`src/rtl/bip_mon_pkg.sv`:
```
package bip_mon_pkg;

    typedef enum logic [1:0] {
        S_WAIT  = 2'd0,
        S_FIRST = 2'd1,
        S_CHECK = 2'd2
    } mon_state_e;

    function automatic logic [3:0] ones8(input logic [7:0] v);
        logic [3:0] n;
        n = '0;
        for (int i = 0; i < 8; i++) begin
            n = n + {3'd0, v[i]};
        end
        return n;
    endfunction

endpackage

```
`src/rtl/bip8_calc.sv`:
```
module bip8_calc #(
    parameter int W = 8
) (
    input  logic         clk,
    input  logic         rst_n,
    input  logic [W-1:0] byte_in,
    input  logic         load,
    input  logic         acc_en,
    input  logic         latch,
    output logic [W-1:0] prev_par
);
    logic [W-1:0] acc;

    always_ff @(posedge clk) begin
        if (!rst_n) begin
            acc      <= '0;
            prev_par <= '0;
        end else begin
            if (latch) begin
                prev_par <= acc;
            end
            if (load) begin
                acc <= byte_in;
            end else if (acc_en) begin
                acc <= acc ^ byte_in;
            end
        end
    end

    AST_REF_STABLE: assert property (@(posedge clk) disable iff (!rst_n)
        !latch |=> $stable(prev_par)) else $error("reference parity moved");

endmodule

```
`src/rtl/err_tally.sv`:
```
module err_tally #(
    parameter int CNT_W = 32,
    parameter int AW    = 4
) (
    input  logic             clk,
    input  logic             rst_n,
    input  logic             inc_en,
    input  logic [AW-1:0]    amt,
    output logic [CNT_W-1:0] cnt
);
    logic [CNT_W:0] sum;

    always_comb begin
        sum = {1'b0, cnt} + {{(CNT_W + 1 - AW){1'b0}}, amt};
    end

    always_ff @(posedge clk) begin
        if (!rst_n) begin
            cnt <= '0;
        end else if (inc_en) begin
            cnt <= sum[CNT_W] ? '1 : sum[CNT_W-1:0];
        end
    end

    AST_NO_OVERFLOW: assert property (@(posedge clk) disable iff (!rst_n)
        1'b1 |=> cnt >= $past(cnt)) else $error("counter wrapped");
    AST_STEP_MAX: assert property (@(posedge clk) disable iff (!rst_n)
        1'b1 |=> (cnt - $past(cnt)) <= CNT_W'(8)) else $error("step over 8");

endmodule

```
`src/rtl/path_bip_mon.sv`:
```
module path_bip_mon
    import bip_mon_pkg::*;
#(
    parameter int W     = 8,
    parameter int CNT_W = 32
) (
    input  logic             clk,
    input  logic             rst_n,
    input  logic [W-1:0]     rx_byte,
    input  logic             rx_vld,
    input  logic             frm_sync,
    input  logic             env_start,
    input  logic             par_pos,
    input  logic             env_mode,
    input  logic             irq_rd,
    output logic             err_pulse,
    output logic [CNT_W-1:0] err_cnt,
    output logic             irq_flag,
    output logic [3:0]       rei_val
);
    localparam int AW = 4;

    mon_state_e   state, state_nx;
    logic         take, latch, cmp_en, hit;
    logic [W-1:0] prev_par, diff;
    logic [AW-1:0] nbits, amt, rei_pend;

    always_comb begin
        take   = rx_vld && env_start;
        latch  = take && (state != S_WAIT);
        cmp_en = (state == S_CHECK) && rx_vld && par_pos;
        diff   = rx_byte ^ prev_par;
        nbits  = ones8(diff);
        amt    = env_mode ? {{(AW - 1){1'b0}}, |diff} : nbits;
        hit    = cmp_en && (amt != '0);
    end

    always_comb begin
        state_nx = state;
        unique case (state)
            S_WAIT:  if (take) state_nx = S_FIRST;
            S_FIRST: if (take) state_nx = S_CHECK;
            S_CHECK: state_nx = S_CHECK;
            default: state_nx = S_WAIT;
        endcase
    end

    always_ff @(posedge clk) begin
        if (!rst_n) begin
            state <= S_WAIT;
        end else begin
            state <= state_nx;
        end
    end

    always_ff @(posedge clk) begin
        if (!rst_n) begin
            err_pulse <= 1'b0;
            irq_flag  <= 1'b0;
            rei_val   <= '0;
            rei_pend  <= '0;
        end else begin
            err_pulse <= hit;
            irq_flag  <= (irq_flag && !irq_rd) || hit;
            if (frm_sync) begin
                rei_val <= rei_pend;
            end
            if (cmp_en) begin
                rei_pend <= amt;
            end else if (frm_sync) begin
                rei_pend <= '0;
            end
        end
    end

    bip8_calc #(.W(W)) u_calc (
        .clk      (clk),
        .rst_n    (rst_n),
        .byte_in  (rx_byte),
        .load     (take),
        .acc_en   (rx_vld),
        .latch    (latch),
        .prev_par (prev_par)
    );

    err_tally #(.CNT_W(CNT_W), .AW(AW)) u_tally (
        .clk    (clk),
        .rst_n  (rst_n),
        .inc_en (cmp_en),
        .amt    (amt),
        .cnt    (err_cnt)
    );

    AST_NO_EARLY_CMP: assert property (@(posedge clk) disable iff (!rst_n)
        state != S_CHECK |=> !err_pulse) else $error("compare before reference");
    AST_IRQ_ON_ERR: assert property (@(posedge clk) disable iff (!rst_n)
        err_pulse |-> irq_flag) else $error("error without status");
    AST_IRQ_HOLD: assert property (@(posedge clk) disable iff (!rst_n)
        irq_flag && !irq_rd |=> irq_flag) else $error("status dropped");
    AST_ENV_STEP: assert property (@(posedge clk) disable iff (!rst_n)
        env_mode |=> (err_cnt - $past(err_cnt)) <= CNT_W'(1)) else $error("envelope step");
    AST_REI_RANGE: assert property (@(posedge clk) disable iff (!rst_n)
        rei_val <= 4'd8) else $error("remote error out of range");

endmodule

```
`config.mk`:
```
export PLATFORM = sky130hd
export DESIGN_NAME = path_bip_mon
export DESIGN_NICKNAME = d
export VERILOG_FILES = /design/src/rtl/bip_mon_pkg.sv /design/src/rtl/bip8_calc.sv /design/src/rtl/err_tally.sv /design/src/rtl/path_bip_mon.sv
export SDC_FILE = /design/constraint.sdc
export NUM_CORES = 1
export LEC_CHECK = 0
export BUFFER_PORTS_ARGS = -buffer_cell sky130_fd_sc_hd__buf_2
export CORE_MARGIN = 2
export CORE_UTILIZATION = 50
export DETAILED_ROUTE_END_ITERATION = 10
export PLACE_DENSITY = 0.79
export SYNTH_ARGS = -nofsm -noshare
export SYNTH_HDL_FRONTEND = slang
export SYNTH_SLANG_ARGS = --single-unit
export TNS_END_PERCENT = 10
```
`constraint.sdc`:
```
create_clock -name clk -period 7.2 [get_ports clk]
set_clock_uncertainty 0.2 [all_clocks]
set_input_delay 1.44 -clock clk [delete_from_list [all_inputs] [get_ports clk]]
set_output_delay 1.44 -clock clk [all_outputs]
set_load 0.1 [all_outputs]
```
Yosys cells after proc, flatten, opt, wreduce, memory -nomap -nowiden

Cells that the tools add are included.

Add/sub/neg operators: 8
Multipliers: 0
Div/mod/pow operators: 0
Magnitude comparators: 0
Equality and inequality tests: 4
Shift operators: 0
Muxes and demuxes: 9
Bitwise gates (word level): 2
Reductions and logical operators: 15

Operators with widths:

| kind                                                             | count |
|---|---|
| 32-bit by 4-bit adder with 33-bit output                         | 1 |
| 32-bit two-way mux                                               | 1 |
| 4-bit by 1-bit adder with 4-bit output                           | 4 |
| 8-bit two-way mux                                                | 2 |
| 8-bit bitwise XOR                                                | 2 |
| 4-bit two-way mux                                                | 3 |
| 8-bit OR reduction                                               | 1 |
| 1-bit logical AND                                                | 6 |
| 2-bit case mux with 3 select lines                               | 1 |
| 2-bit nonzero test                                               | 3 |
| 3-bit by 1-bit adder with 4-bit output                           | 1 |
| 2-bit two-way mux                                                | 2 |
| 2-bit inequality test (second input constant)                    | 2 |
| 4-bit nonzero test                                               | 1 |
| 2-bit by 1-bit adder with 3-bit output                           | 1 |
| 1-bit by 1-bit adder with 2-bit output                           | 1 |
| 2-bit by 1-bit == test with 1-bit output (second input constant) | 1 |
| 2-bit == test (second input constant)                            | 1 |
| 2-bit zero test                                                  | 1 |
| 2-bit AND reduction                                              | 1 |
| 1-bit zero test                                                  | 1 |
| 1-bit logical OR                                                 | 1 |

Bits in registers: 60
Bits in latches: 0
Bits in writable memories: 0
Bits in read-only memories: 0
Input bits: 16
Output and inout bits: 38
Logic and storage cells: 46
Memories: 0

Logic depth before layout (Yosys ltp)

Word-level depth: 12
Gate-level depth with buffers: 21
Depth with buffers taken out: 19

Modules after synthesis

Synthesis repeated with hierarchy kept, for this count alone.

Cell total of the unflattened synthesis: 359
Area, all modules: 3270.6 µm²

Modules (own cells, without submodules):

| module       | times used | cells an instance | area each (µm²) |
|---|---|---|---|
| err_tally    | 1          | 191               | 1681.6 |
| path_bip_mon | 1          | 91                | 855.8 |
| bip8_calc    | 1          | 77                | 733.2 |

Worst setup path before layout

No wires, ideal clock.

Path kind: input to register
Start: input rx_byte[3]
End: register u_tally.cnt[15]
Setup time: 0.071 ns
Arrival: 5.801 ns
Required time: 6.929 ns
Setup slack: 1.129 ns
Stages on the path: 19
Path through: xor2_1 inv_1 fa_1 inv_1 fa_1 inv_1 fa_1 inv_1 ha_1 fa_1 nor2b_1 fa_1 nand3_1 and2_1 clkbuf_1 or4_1 buf_6 buf_12 a21oi_4

Longest elaborated chain between the ends: 9

Ends and longest elaborated chain:

| item                                                | RTL line           | source |
|---|---|---|
| start, declared                                     | path_bip_mon.sv:9  | `input logic [W-1:0] rx_byte,` |
| 8-bit bitwise XOR *                                 | path_bip_mon.sv:32 | `diff = rx_byte ^ prev_par;` |
| 3-bit by 1-bit adder with 4-bit output              | bip_mon_pkg.sv:13  | `n = n + {3'd0, v[i]};` |
| 4-bit by 1-bit adder with 4-bit output (4 in a row) | bip_mon_pkg.sv:13  |  |
| 4-bit two-way mux *                                 | path_bip_mon.sv:34 | `amt = env_mode ? {{(AW - 1){1'b0}}, \|diff} : nbits;` |
| 32-bit by 4-bit adder with 33-bit output *          | err_tally.sv:14    | `sum = {1'b0, cnt} + {{(CNT_W + 1 - AW){1'b0}}, amt};` |
| 32-bit two-way mux *                                | err_tally.sv:21    | `cnt <= sum[CNT_W] ? '1 : sum[CNT_W-1:0];` |
| end signal, assigned                                | err_tally.sv:21    |  |
| end, declared                                       | err_tally.sv:9     | `output logic [CNT_W-1:0] cnt` |

Mark *: on every way between the ends. The rest lies on a longest branch, timed or not.
A chain may end at the register's enable or synchronous reset.

Final worst setup path

Start: input rx_byte[3]
End: register u_tally.cnt[9]

The elaborated chain is that of the path after synthesis.

==> impl_metrics.toml <==
[status]
outcome = "finished clean"

[setup_path]
worstSetupEndpointType = "flop"
critPathRequiredTime_ns = 7.26
path_buf_inv = 5
critical-path-max-stage-delay_ns = 0.96
cp_max_fo = 18
arrival_ns = 6.43
path_common_cell = "fa_1"
path_delay_family = "adder cells"
critPathKind = "in -> reg"
setup.worst_path.start_class = "input port"
path_cells = "buf_2, xor2_1, inv_1, fa_1, inv_1, fa_1, inv_1, fa_1, inv_1, ha_1, fa_1, nor2b_1, fa_1, nand3_1, and2_1, or4_1, a21oi_2"
critPathSlowestCell = "or4_1"

[power_and_ir_drop]
finalPower_mw = 0.857
p_per_area_nw_per_um2 = 232
combPwrFrac_pct = 17.8
clock_power_share_pct = 41.2
p_sw_mw = 0.233
seq_power_share_pct = 41.0
p_int_mw = 0.623
netSwitchingFraction_pct = 27.2
ir_drop_mv = 0.145
p_leak_nw = 1.57

[detailed_routing]
wl_mm = 7.06
drt_iter0_markers = 163
drt_first_pass_iters = 4
viasPerCell = 5.71
vias = 2697
wl_per_cell_um = 14.9
ant_nets = 0
drc = 0

[flow_run]
drv_cap = 0

[layout]
n_fill_cell = 536
num_antenna_cells = 0
post-route-cell-area_um2 = 3690
drive_above_1_share_pct = 24.8
fin_nets = 423
area_growth_pct = 15.5
multi_input_comb_area_um2 = 1840
regArea_um2 = 1200
fin_util_pct = 58.8

[synthesis]
avgSynthCellArea_um2 = 9.26
synth_simple_gate_area_share_pct = 20.4
ys_warn_count = 0
synth_fa_ha_area_share_pct = 7.83
synth_ff_type = "dfxtp_1"
synth_area_um2 = 3200
synth.distinct_cells = 49
async_reset_ff_share_pct = 0
synthMuxAreaShare_pct = 6.58
synth_top_family_by_area = "simple AND/OR/NAND/NOR gates"
ys_seq_elements = 60
syn_inst = 345
synth_edf_count = 0
ys_seq_area_share_pct = 37.6
synthesis.nets = 378
synth_compound_area_share_pct = 14.7
synth-xor-area-share_pct = 7.95

[timing]
holdWs_ns = 0.286
fmax_mhz = 157
drv_slew = 0
setup_tns_ns = 0
finalCritPeriodShare_pct = 88.4
tightestPinTransition_ns = 0.871
max_slew_margin_pct = 41.9
setup_violations = 0
final-hold-violation-count = 0
rsz0062_at_grt = "no"
min_period_ns = 6.37

[clocking]
cts-root-buf = "clkbuf_8"
numCtsBuffers = 9
cts.sinks = 60
cts_buffer_depth = 2
postCtsResizedCells = 0
clk_latency_ns = 0.34
cts_hold_buf = 0
cts_setup_buffers = 0
cts_max_level = 3
cts_tree = "done"
clk_pin_slew_ns = 0.06

[place]
numPortBuffers = 53
gp_congestion = 0.818
place_area_um2 = 3450
place_hpwl_mm = 4.71

[grt]
antenna_found_initial = 0
grt_pass1_vias = 2483
grt_max_degree = 51
grt_pass1_wl_mm = 11.9
grt_use_total_pct = 21.0
grt.overflow.total = 0

[floorplan]
row_count = 29
core_um2 = 6280
die_area_um2 = 7050
chipWidth_um = 83.9
initial_core_util_pct = 50.9
io_pins = 54
die_h_um = 83.9

[min_path]
hold_path_class = "reg -> reg"
cell usage in the layout (no fill, tap or decap), drive strengths merged, types with 3 or more instances in the layout:
| master | instances |
|---|---|
| dfxtp | 60 |
| buf | 54 |
| nor2 | 34 |
| a21oi | 29 |
| xnor2 | 21 |
| nor3 | 14 |
| inv | 13 |
| nand2 | 12 |
| mux2i | 12 |
| ha | 12 |
| clkbuf | 12 |
| o21ai | 11 |
| nand3 | 10 |
| nand4 | 9 |
| and3 | 9 |
| xor2 | 8 |
| mux2 | 8 |
| a22oi | 8 |
| and2 | 7 |
| and4 | 6 |
| nor3b | 5 |
| fa | 5 |
| nor4 | 5 |
| o221a | 4 |
| nor2b | 3 |
| a21o | 3 |
logic make-up after synthesis:
logic type	after synthesis
buffers and inverters	33
AOI/OAI and AO/OA	66
xor gates and xnor gates	29
muxes	20
adders and majority gates	17
and+or+nand+nor	120
DFF	60
state kept, by name, indices dropped and copies added (netlist names):
name	flops
u_calc.prev_par	8
u_tally.cnt	32
rei_pend	4
u_calc.acc	8
rei_val	4
state	2
err_pulse	1
irq_flag	1
power by group through the flow:
stage | sequential (mW) | clock (mW) | combinational [mW]
after floorplan | 0.372 | 0 | 0.105
after global placement | 0.358 | 0 | 0.144
after detailed placement | 0.358 | 0 | 0.151
after CTS | 0.351 | 0.359 | 0.154
after global routing | 0.352 | 0.376 | 0.175
final | 0.351 | 0.353 | 0.153
final timing paths:
check / slack (ns) / end / start / cells after the start
hold reg to reg: 0.29 / rei_pend[1] / rei_pend[1] / 2
setup / recovery: 0.83 / u_tally.cnt[9] / rx_byte[3] / 17
setup reg to reg: 1.70 / u_tally.cnt[9] / u_calc.prev_par[3] / 16
hold / removal: 0.29 / rei_pend[1] / rei_pend[1] / 2
synthesized netlist by cell type (all sizes together), types with 2 or more instances:
library cell | n | area share, %
a211oi | 2 | 0.47
a21o | 3 | 0.70
a21oi | 29 | 6.2
a22oi | 8 | 1.9
a31oi | 2 | 0.39
and2 | 7 | 1.4
and3 | 9 | 1.9
and4 | 6 | 1.6
buf | 7 | 1.9
clkbuf | 13 | 1.5
dfxtp | 60 | 38
fa | 5 | 3.1
ha | 12 | 4.7
inv | 13 | 1.5
mux2 | 8 | 2.8
mux2i | 12 | 3.8
nand2 | 12 | 1.4
nand3 | 10 | 1.7
nand3b | 2 | 0.47
nand4 | 9 | 1.8
nor2 | 34 | 4.0
nor2b | 3 | 0.59
nor3 | 14 | 2.2
nor3b | 5 | 1.2
nor4 | 5 | 1.2
o21ai | 11 | 1.7
o221a | 4 | 1.4
xnor2 | 21 | 5.8
xor2 | 8 | 2.2
area by class of cell:
| class | instances | share of cell area (%) |
|---|---|---|
| Timing Repair Buffer | 54 | 7.39 |
| Sequential cell | 60 | 32.6 |
| Clock inverter | 4 | 1.90 |
| Clock buffer | 12 | 4.48 |
| Multi-Input combinational cell | 252 | 49.7 |
| Tap cell | 77 | 2.61 |
| Inverter | 13 | 1.32 |
metal layers:
metal  wire [um]  vias to the layer above  track usage [%]
li1            -                     1324                -
met1        3300                     1278             28.1
met2        3220                       83             32.0
met3         403                       12             4.55
met4         129                        0             10.7
met5           0                        -                0
worst reg2reg max path, stage by stage (launching register included):
cell     delay, ns
dfxtp_1       0.34
xor2_1        0.21
inv_1         0.09
fa_1          0.48
inv_1         0.06
fa_1          0.54
inv_1         0.06
fa_1          0.53
inv_1         0.04
ha_1          0.21
fa_1          0.47
nor2b_1       0.32
fa_1          0.28
nand3_1       0.12
and2_1        0.23
or4_1         0.96
a21oi_2       0.30
stage by stage:
stage | setup slack [ns] | std cells
floorplan | 1.13 | 345
global placement | 0.722 | 456
detailed placement | 0.510 | 456
CTS | 0.792 | 472
global route | 0.479 | 472
finish | 0.833 | 472
(Power assumes the default switching activity.)
